### config.mk
export PLATFORM = sky130hd
export DESIGN_NAME = synth_pwr_ctrl
export DESIGN_NICKNAME = d
export VERILOG_FILES = /design/src/rtl/synth_pwr_ctrl.sv
export SDC_FILE = /design/constraint.sdc
export NUM_CORES = 1
export LEC_CHECK = 0
export BUFFER_PORTS_ARGS = -buffer_cell sky130_fd_sc_hd__buf_2
export CAP_MARGIN = 20
export CORE_MARGIN = 2
export CORE_UTILIZATION = 54
export CTS_CLUSTER_DIAMETER = 100
export CTS_CLUSTER_SIZE = 10
export DETAILED_ROUTE_END_ITERATION = 12
export PLACE_DENSITY_LB_ADDON = 0.15
export SLEW_MARGIN = 10
export SYNTH_ARGS = -nofsm -noshare
export SYNTH_HDL_FRONTEND = slang
export SYNTH_SLANG_ARGS = --single-unit
### constraint.sdc
create_clock -name clk -period 3.27 [get_ports clk]
set_clock_uncertainty 0.1 [all_clocks]
set_input_delay 0.327 -clock clk [delete_from_list [all_inputs] [get_ports clk]]
set_output_delay 0.327 -clock clk [all_outputs]
set_load 0.01 [all_outputs]
### src/rtl/synth_pwr_ctrl.sv
module synth_pwr_ctrl #(
  parameter int WAKE_CYCLES = 75
) (
  input  logic       clk,
  input  logic       rst,
  input  logic       chip_en,
  input  logic [1:0] pd_word,
  input  logic       cp_done,
  output logic       osc_en,
  output logic       presc_en,
  output logic       pfd_en,
  output logic       cp_en,
  output logic       pins_hiz,
  output logic       ref_hold,
  output logic       fb_hold
);
  localparam int CNT_W = $clog2(WAKE_CYCLES + 1);
  localparam logic [CNT_W-1:0] CNT_LOAD = CNT_W'(WAKE_CYCLES);
  localparam logic [CNT_W-1:0] CNT_ONE  = CNT_W'(1);

  localparam logic [1:0] M_RUN  = 2'd0;
  localparam logic [1:0] M_GPD  = 2'd1;
  localparam logic [1:0] M_CRST = 2'd2;
  localparam logic [1:0] M_IPD  = 2'd3;

  typedef enum logic [2:0] {S_RUN, S_ARM, S_DOWN, S_WAKE, S_CRST} state_t;

  state_t           st, st_nxt;
  logic [CNT_W-1:0] cnt, cnt_nxt;
  logic [1:0]       mode;

  assign mode = chip_en ? pd_word : M_IPD;

  always_comb begin
    st_nxt  = st;
    cnt_nxt = cnt;
    if (mode == M_IPD) begin
      st_nxt = S_DOWN;
    end else begin
      unique case (st)
        S_RUN: begin
          if (mode == M_GPD)       st_nxt = cp_done ? S_DOWN : S_ARM;
          else if (mode == M_CRST) st_nxt = S_CRST;
        end
        S_ARM: begin
          if (mode == M_RUN)       st_nxt = S_RUN;
          else if (mode == M_CRST) st_nxt = S_CRST;
          else if (cp_done)        st_nxt = S_DOWN;
        end
        S_DOWN: begin
          if (mode == M_RUN) begin
            st_nxt  = S_WAKE;
            cnt_nxt = CNT_LOAD;
          end else if (mode == M_CRST) begin
            st_nxt = S_CRST;
          end
        end
        S_WAKE: begin
          if (mode == M_GPD)       st_nxt = S_DOWN;
          else if (mode == M_CRST) st_nxt = S_CRST;
          else if (cnt <= CNT_ONE) st_nxt = S_RUN;
          else                     cnt_nxt = cnt - CNT_ONE;
        end
        S_CRST: begin
          if (mode == M_RUN)       st_nxt = S_RUN;
          else if (mode == M_GPD)  st_nxt = S_DOWN;
        end
        default: st_nxt = S_DOWN;
      endcase
    end
  end

  always_ff @(posedge clk) begin
    if (rst) begin
      st  <= S_DOWN;
      cnt <= '0;
    end else begin
      st  <= st_nxt;
      cnt <= cnt_nxt;
    end
  end

  assign pins_hiz = (st == S_DOWN);
  assign osc_en   = ~pins_hiz;
  assign presc_en = ~pins_hiz;
  assign pfd_en   = ~pins_hiz;
  assign cp_en    = ~pins_hiz;
  assign ref_hold = (st == S_DOWN) || (st == S_WAKE) || (st == S_CRST);
  assign fb_hold  = ref_hold;
endmodule


# Word-level counts from Yosys, hierarchy flattened
# Index checks and enable logic that the tools add are counted.
[word_totals]
ff_bits = 10
out_inout_bits = 7
wordCells = 47
[classes]
bitwise_logic = 2
add_sub_neg = 1
muxes = 19
reduce_logical = 8
eq_ne = 14
n_lt_le_gt_ge = 1
[op_table]
columns = ["op", "count"]
rows = [
  ["$mux W3", 11],
  ["$mux W7", 4],
  ["$pmux W3 S5", 1],
  ["$pmux W7 S2", 1],
  ["$ne A4 B4 Y1 const B", 2],
  ["$le A7 B1 Y1 const B", 1],
  ["$sub A7 B1 Y7 const B", 1],
  ["$eq A3 B2 Y1 const B", 2],
  ["$ne A2 B2 Y1 const B", 3],
  ["$reduce_and A6 Y1", 1],
  ["$eq A2 B2 Y1 const B", 2],
  ["$mux W2", 2],
  ["$eq A3 B1 Y1 const B", 1],
  ["$eq A3 B3 Y1 const B", 1],
  ["$logic_not A3 Y1", 1],
  ["$ne A3 B3 Y1 const B", 1],
  ["$reduce_and A3 Y1", 1],
  ["$eq A2 B1 Y1 const B", 1],
  ["$logic_not A2 Y1", 1],
  ["$logic_or A1 B1 Y1", 2],
  ["$ne A2 B1 Y1 const B", 1],
  ["$not A1 Y1", 2],
  ["$reduce_bool A2 Y1", 1],
  ["$reduce_or A2 Y1", 1],
]

# Depth between registers and ports, before layout
# Gate-level depths: netlist (run 1).
[depth]
depth_word = 5
depth_mapped = 8

# Worst setup path after synthesis (run 1)
# Ideal clock, no wire load.
[synth_timing]
path_kind = "input to register"
from = "input chip_en"
to = "register cnt[5]"
path_stages = 8
required_ns = 3.111
setup_slack_ns = 0.787
setup_ns = 0.059
t_arrival_ns = 2.324
n_path_buf = 0
path_cell_list = "nor2b_1 -> inv_1 -> ha_1 -> or2_4 -> a2111oi_4 -> nand2_2 -> or4_1 -> nand2_1"
[synth_between]
elab_chain_len = 4
word_cells_on_any_way = 10
cone_classes = "eq/ne: 6; mux: 1; bitwise: 1; reduce/logical: 2"
[synth_lines]
columns = ["item", "line", "source"]
rows = [
  ["start: declaration", "6", "input logic chip_en,"],
  ["$mux W2 *", "32", "assign mode = chip_en ? pd_word : M_IPD;"],
  ["$eq A2 B1 Y1 (tied with other cells)", "59", "if (mode == M_GPD) st_nxt = S_DOWN;"],
  ["$ne A2 B2 Y1 (no source line) (tied with other cells)", "-", ""],
  ["$reduce_and A6 Y1 (no source line) *", "-", ""],
  ["end signal: assignment", "79", "cnt <= cnt_nxt;"],
  ["end: declaration", "29", "logic [CNT_W-1:0] cnt, cnt_nxt;"],
]
# Every way passes the cells marked *; elsewhere a longest branch is shown, timed or not.
# A chain may end at the register's enable or synchronous reset.

# Worst setup path after layout (run 1)
[layout_timing]
from = "input pd_word[0]"
to = "register cnt[5]"
[layout_between]
elab_chain_len = 4
word_cells_on_any_way = 10
cone_classes = "eq/ne: 6; mux: 1; bitwise: 1; reduce/logical: 2"
[layout_lines]
columns = ["item", "line", "source"]
rows = [
  ["start: declaration", "7", "input logic [1:0] pd_word,"],
  ["$mux W2 *", "32", ""],
  ["$eq A2 B1 Y1 (tied with other cells)", "59", ""],
  ["$ne A2 B2 Y1 (no source line) (tied with other cells)", "-", ""],
  ["$reduce_and A6 Y1 (no source line) *", "-", ""],
]
# Marked as above.

==> reports/results.txt, run 1 <==
Status: complete, no violations
Number of remaining DRC errors: 0
Placed cells: 122
Slew HR: 68.7%
Count leader, synth: dfxtp_1
Vias per Instance: 6.00
Area delta synth->final: 8.68%
P_int: 219 uW
FILL cells: 132
Slew at the pin closest to its max-slew limit: 0.470 ns
Wire per inst: 13.3 microns
Placed instance area: 872 sq um
Number of warnings issued by yosys: 0
Max-cap violations: 0
Total CTS buffers: 3
Post-synthesis sequential area ratio: 24.0%
Setup Buffers After CTS: 0
CTS tree: built
Clk slew on worst S/H paths: 0.06 ns
Storage element area: 200 sq um
Net Count, Synth: 114
Synth top area share: 24.0%
Synth top cells by count: dfxtp_1, inv_1, nor2_1, ha_1, a21oi_1
HP Class: input pin to flop
Synthesized area: 836 sq um
Crit path launch: pd_word[0]
PortBufs: 12
GRT Overall Usage: 20.9%
Worst hold slack: 0.244 ns
Initial Util: 56.8%
Primary FF master, synth: dfxtp_1
Number of synthesized flops with an enable pin: 0
Worst Setup End Kind: flop
Syn avg cell area: 8.28 sq um
PD cells: 333 nW/um^2
Fmax: 0.402 GHz
VDD IR-drop max: 0.255 mV
Initial antenna violation count: 0
Startpoint class of the critical path: input pin
Total gr overflow: 0
Design Area, Final: 908 sq um
Setup Crit Path Kind: input pin to flop
Fin cells: 126
Largest area contributor in the netlist: dfxtp_1
WL met2: 718 microns
Fin crit period: 2.49 ns
Sw frac: 27.6%
Worst path max stage delay: 0.52 ns
N_diodes: 0
Die footprint: 1880 sq um
Setup violators final: 0
Multi-input gate area: 558 sq um
Die width: 43.3 microns
Clk sinks: 10
RSZ-0062 raised after global routing: no
Final Hold Fails: 0
Yosys reg bits: 10
End of the critical path: cnt[5]
WL met1: 863 microns
CP max-delay cell: a2111oi_4
Total Power: 303 uW
Longest Clk Path Bufs: 2
Sw Pwr: 83.4 uW
Clock root cell: clkbuf_4
R2r endpoint: cnt[5]
RD Place Congestion: 0.827
Total wire length: 1670 microns
Layout cells sized above 1: 22.7%
Post_cts resized: 0
Core ar.: 1470 sq um
# nets final: 124
# hold bufs at CTS: 0
HPWL Detailed: 1300 microns
Pins over their slew limit: 0
Die Ht: 43.3 microns
Synth cell types: 42
Max layer used: met4
Worst Path Arrival: 2.60 ns
Largest net degree at the start of global routing: 14
Clock latency on the worst-skew pair: 0.27 ns
DR vias: 756
Worst path required time: 3.39 ns
DRT Pass-1 Iters: 4
Vias in the first global route: 691
Htree depth: 1
Metal3 WL: 72 microns
IO Pins: 13
Setup tns final: 0 ns
1st-iter DRT viols: 8
R2r setup slk: 1.22 ns
Part of the cycle the worst path needs: 76.0%
Synthesized netlist cell count: 101
Asr flop ratio synth: 0%
Worst-path cell chain: buf_2, nor2b_1, inv_1, ha_1, or2_4, a2111oi_4, nand2_2, or4_1, nand2_1
Synth top area cells: dfxtp_1, ha_1, inv_1
Sequential power share: 43.4%
Clock share of power: 36.8%
Row count: 14
ANT nets after route: 0
Max FO, Critical Path: 7
Comb power frac: 19.8%
Worst r2r src: st[0]
Global-route wire length before repair: 2970 microns
Leakage: 0.000376 uW
R2R depth: 5
-- layout make-up --
class | count | share of cell area [%]
clock buffer | 4 | 3.99
inverter | 9 | 3.72
multi-input combinational | 75 | 61.4
sequential | 10 | 22.0
tap | 16 | 2.20
timing repair buffer | 12 | 6.61
-- how the worst min path moves through the flow --
stage | start | cells after the start | endpoint | slack (ns)
final | rst | 2 | cnt[6] | 0.24
after global routing | rst | 2 | cnt[6] | 0.24
after CTS | rst | 2 | cnt[6] | 0.23
after detailed placement | cnt[5] | 2 | cnt[5] | 0.40
after global placement | cnt[5] | 2 | cnt[5] | 0.40
after floorplan | cnt[5] | 2 | cnt[5] | 0.38
-- kinds of logic (layout without fill, tap and decap cells) --
group / count (synthesis) / in the layout / share of synthesized area (%)
compound gates: 19 / 19 / 18.3
xor+xnor: 4 / 4 / 4.19
fa+ha+maj: 7 / 7 / 10.5
buf+inv: 16 / 25 / 9.28
flops: 10 / 10 / 24.0
simple gates: 45 / 45 / 33.8
-- stage by stage --
step	util [%]	worst slack (ns)
2_1_floorplan	-	0.787
3_3_place_gp	59.3	0.601
3_5_place_dp	59.3	0.510
4_1_cts	61.7	0.801
5_1_grt	61.7	0.611
6_report	61.7	0.784
-- power by group through the flow --
stage	clock network [uW]	registers [uW]	logic [uW]
global placement	0	134	58.7
detailed placement	0	134	60.0
global route	124	132	68.0
CTS	115	131	60.1
floorplan	0	132	49.7
finish	111	131	60.0
-- registers in the layout (all words and copies together), names as in the netlist --
register,cells
cnt,7
st,3
-- worst max-delay path, delay by kind of cell --
kind,cells,cell delay (ns)
AO/OA/AOI/OAI,1,0.52
AND/OR/NAND/NOR,5,1.25
buffers and inverters,2,0.23
adder cells (fa/ha/maj),1,0.27
-- layer usage --
layer / vias to the layer above / global-route usage [%]
met2: 18 / 30.7
met4: 0 / 6.67
met5: - / 0
li1: 382 / -
met1: 352 / 28.7
met3: 4 / 7.50
-- cell usage in the layout, fill, tap and decap left out, types with 2 or more instances in the layout --
cell,Yosys,final
nand4_1,3,3
a211oi_1,2,2
or4_1,2,2
inv_1,9,9
clkbuf_4,0,3
nand4b_1,2,2
nand2b_1,3,3
a21oi_1,5,5
nand3_1,3,3
nor2_1,9,9
nand2_1,4,4
nor4_1,2,2
xor2_1,3,3
buf_2,2,12
ha_1,7,7
dfxtp_1,10,10
nor3b_1,2,2
a31oi_1,2,2
nand3b_1,2,2
a311oi_1,2,2
nor3_1,2,2
(Power assumes the default switching activity.)
==> run 2: changes to the inputs <==
clock period = 2.5 ns   (was 3.27 ns; I/O delays follow)
==> run 2 against run 1 <==
Effect of this change: combinational power grew 37%; sequential power up 31%; clock power is 32% higher; routed wire length is 0.60% higher; flip-flop and latch count unchanged; final cell count up 2.4%; setup slack worse by 0.33 ns; clock-buffer cell count did not move; register-to-register slack lost 0.69 ns; utilization rose by 1.5 points; hold slack got worse by 0.091 ns.
==> reports/results.txt, run 2 (synthesized netlist as in run 1, its figures left out) <==
Fmax: 0.489 GHz
Clk slew on worst S/H paths: 0.06 ns (about the same)
Vias in the first global route: 717 (was 691)
Largest net degree at the start of global routing: 14 (unchanged)
PortBufs: 12 (unchanged)
Worst path required time: 2.62 ns (was 3.39 ns)
HPWL Detailed: 1350 microns (was 1300 microns)
Top flop regs: cnt x7, st x3 (unchanged)
Max FO, Critical Path: 6 (was 7)
Startpoint class of the critical path: input pin (unchanged)
Die width: 43.3 microns (unchanged)
GRT Overall Usage: 20.9% (about the same)
N_diodes: 0 (unchanged)
Vias per Instance: 5.95 (was 6.00)
Max-cap violations: 0 (unchanged)
Layout cells sized above 1: 24.8% (was 22.7%)
Max layer used: met4 (unchanged)
Wire per inst: 13.0 microns (was 13.3 microns)
Number of remaining DRC errors: 0 (unchanged)
Clock latency on the worst-skew pair: 0.27 ns (about the same)
DRT Pass-1 Iters: 4 (unchanged)
Part of the cycle the worst path needs: 81.8%
ANT nets after route: 0 (unchanged)
Initial antenna violation count: 0 (unchanged)
RD Place Congestion: 0.918 (was 0.827)
WL met2: 716 microns (was 718 microns)
Die footprint: 1880 sq um (unchanged)
Global-route wire length before repair: 3010 microns (was 2970 microns)
Post_cts resized: 0 (unchanged)
FILL cells: 122 (was 132)
RSZ-0062 raised after global routing: no (unchanged)
Reg with most FFs: cnt (unchanged)
Worst Path Arrival: 2.16 ns (was 2.60 ns)
Slew at the pin closest to its max-slew limit: 0.469 ns (was 0.470 ns)
Die Ht: 43.3 microns (unchanged)
Longest Clk Path Bufs: 2 (unchanged)
DR vias: 768 (was 756)
Row count: 14 (unchanged)
IO Pins: 13 (unchanged)
Slew HR: 68.7% (about the same)
Metal3 WL: 89 microns (was 72 microns)
Htree depth: 1 (unchanged)
Clk sinks: 10 (unchanged)
# hold bufs at CTS: 0 (unchanged)
Clock root cell: clkbuf_4 (unchanged)
HP Class: input pin to flop (unchanged)
Total CTS buffers: 3 (unchanged)
Total gr overflow: 0 (unchanged)
Core ar.: 1470 sq um (unchanged)
Setup Buffers After CTS: 0 (unchanged)
Worst Setup End Kind: flop (unchanged)
Setup Crit Path Kind: input pin to flop (unchanged)
Commonest non-fill, non-tap cell in the layout: buf_2 (unchanged)
# nets final: 127 (was 124)
Area delta synth->final: 11.4% (was 8.68%)
Max FFs per register: 7 (unchanged)
Initial Util: 56.8% (unchanged)
CTS tree: built (unchanged)
Setup violators final: 0 (unchanged)
Status: complete, no violations (unchanged)
Final Hold Fails: 0 (unchanged)
Worst hold slack: 0.153 ns (was 0.244 ns)
VDD IR-drop max: 0.342 mV (was 0.255 mV)
Fin crit period: 2.04 ns
PD cells: 430 nW/um^2 (was 333 nW/um^2)
Total wire length: 1680 microns (was 1670 microns)
Setup tns final: 0 ns (unchanged)
WL met1: 868 microns (was 863 microns)
1st-iter DRT viols: 12 (was 8)
Leakage: 0.000391 uW (was 0.000376 uW)
Pins over their slew limit: 0 (unchanged)
Most frequent cells in the layout: buf_2, dfxtp_1, inv_1, nor2_1, ha_1 (unchanged)
-- run 2: cell types whose count changed in the layout (fill, tap and decap cells not counted) --
cell   change
buf_4      +3
-- run 2: power by group --
part           switching, uW  internal, uW
registers               7.51           165
clock network           57.0          88.6
logic                   46.0          36.2
total                    111           289
-- run 2: path summary, 6_finish.rpt --
check | startpoint | to | slack, ns | cells after the start
setup / recovery | pd_word[0] | cnt[5] | 0.46 | 9
hold reg to reg | cnt[5] | cnt[5] | 0.41 | 2
setup reg to reg | st[1] | cnt[1] | 0.53 | 4
hold / removal | rst | cnt[6] | 0.15 | 2
-- run 2: per-stage QoR --
stage               total power (uW)  std cells  instance area (sq um)  utilization, %  setup WS, ns
finish                           400        129                    931            63.3         0.456
global route                     421        129                    931            63.3         0.284
CTS                              403        129                    931            63.3         0.455
detailed placement               257        125                    895            60.8         0.169
global placement                 256        125                    895            60.8         0.199
floorplan                        237        101                    836               -        0.0941
-- run 2: worst max-delay path: stages --
cell       delay [ns]
buf_2            0.10
nor2b_1          0.20
buf_4            0.18
ha_1             0.27
nor2_1           0.10
a2111oi_4        0.42
nand2_2          0.09
or4_1            0.47
nand2_1          0.07
-- run 2: layer usage --
metal  GRT usage (%)  vias up
met4            1.82        0
li1                -      391
met2            32.5       17
met3            7.50        2
met5               0        -
met1            29.1      358
-- run 2: area by class of cell --
cell class	instances	area, sq um	share of cell area (%)
Clock buffer	4	36.3	3.90
Inverter	9	33.8	3.63
Multi-Input combinational cell	75	558	59.9
Sequential cell	10	200	21.5
Tap cell	16	20.0	2.15
Timing Repair Buffer	15	82.6	8.87
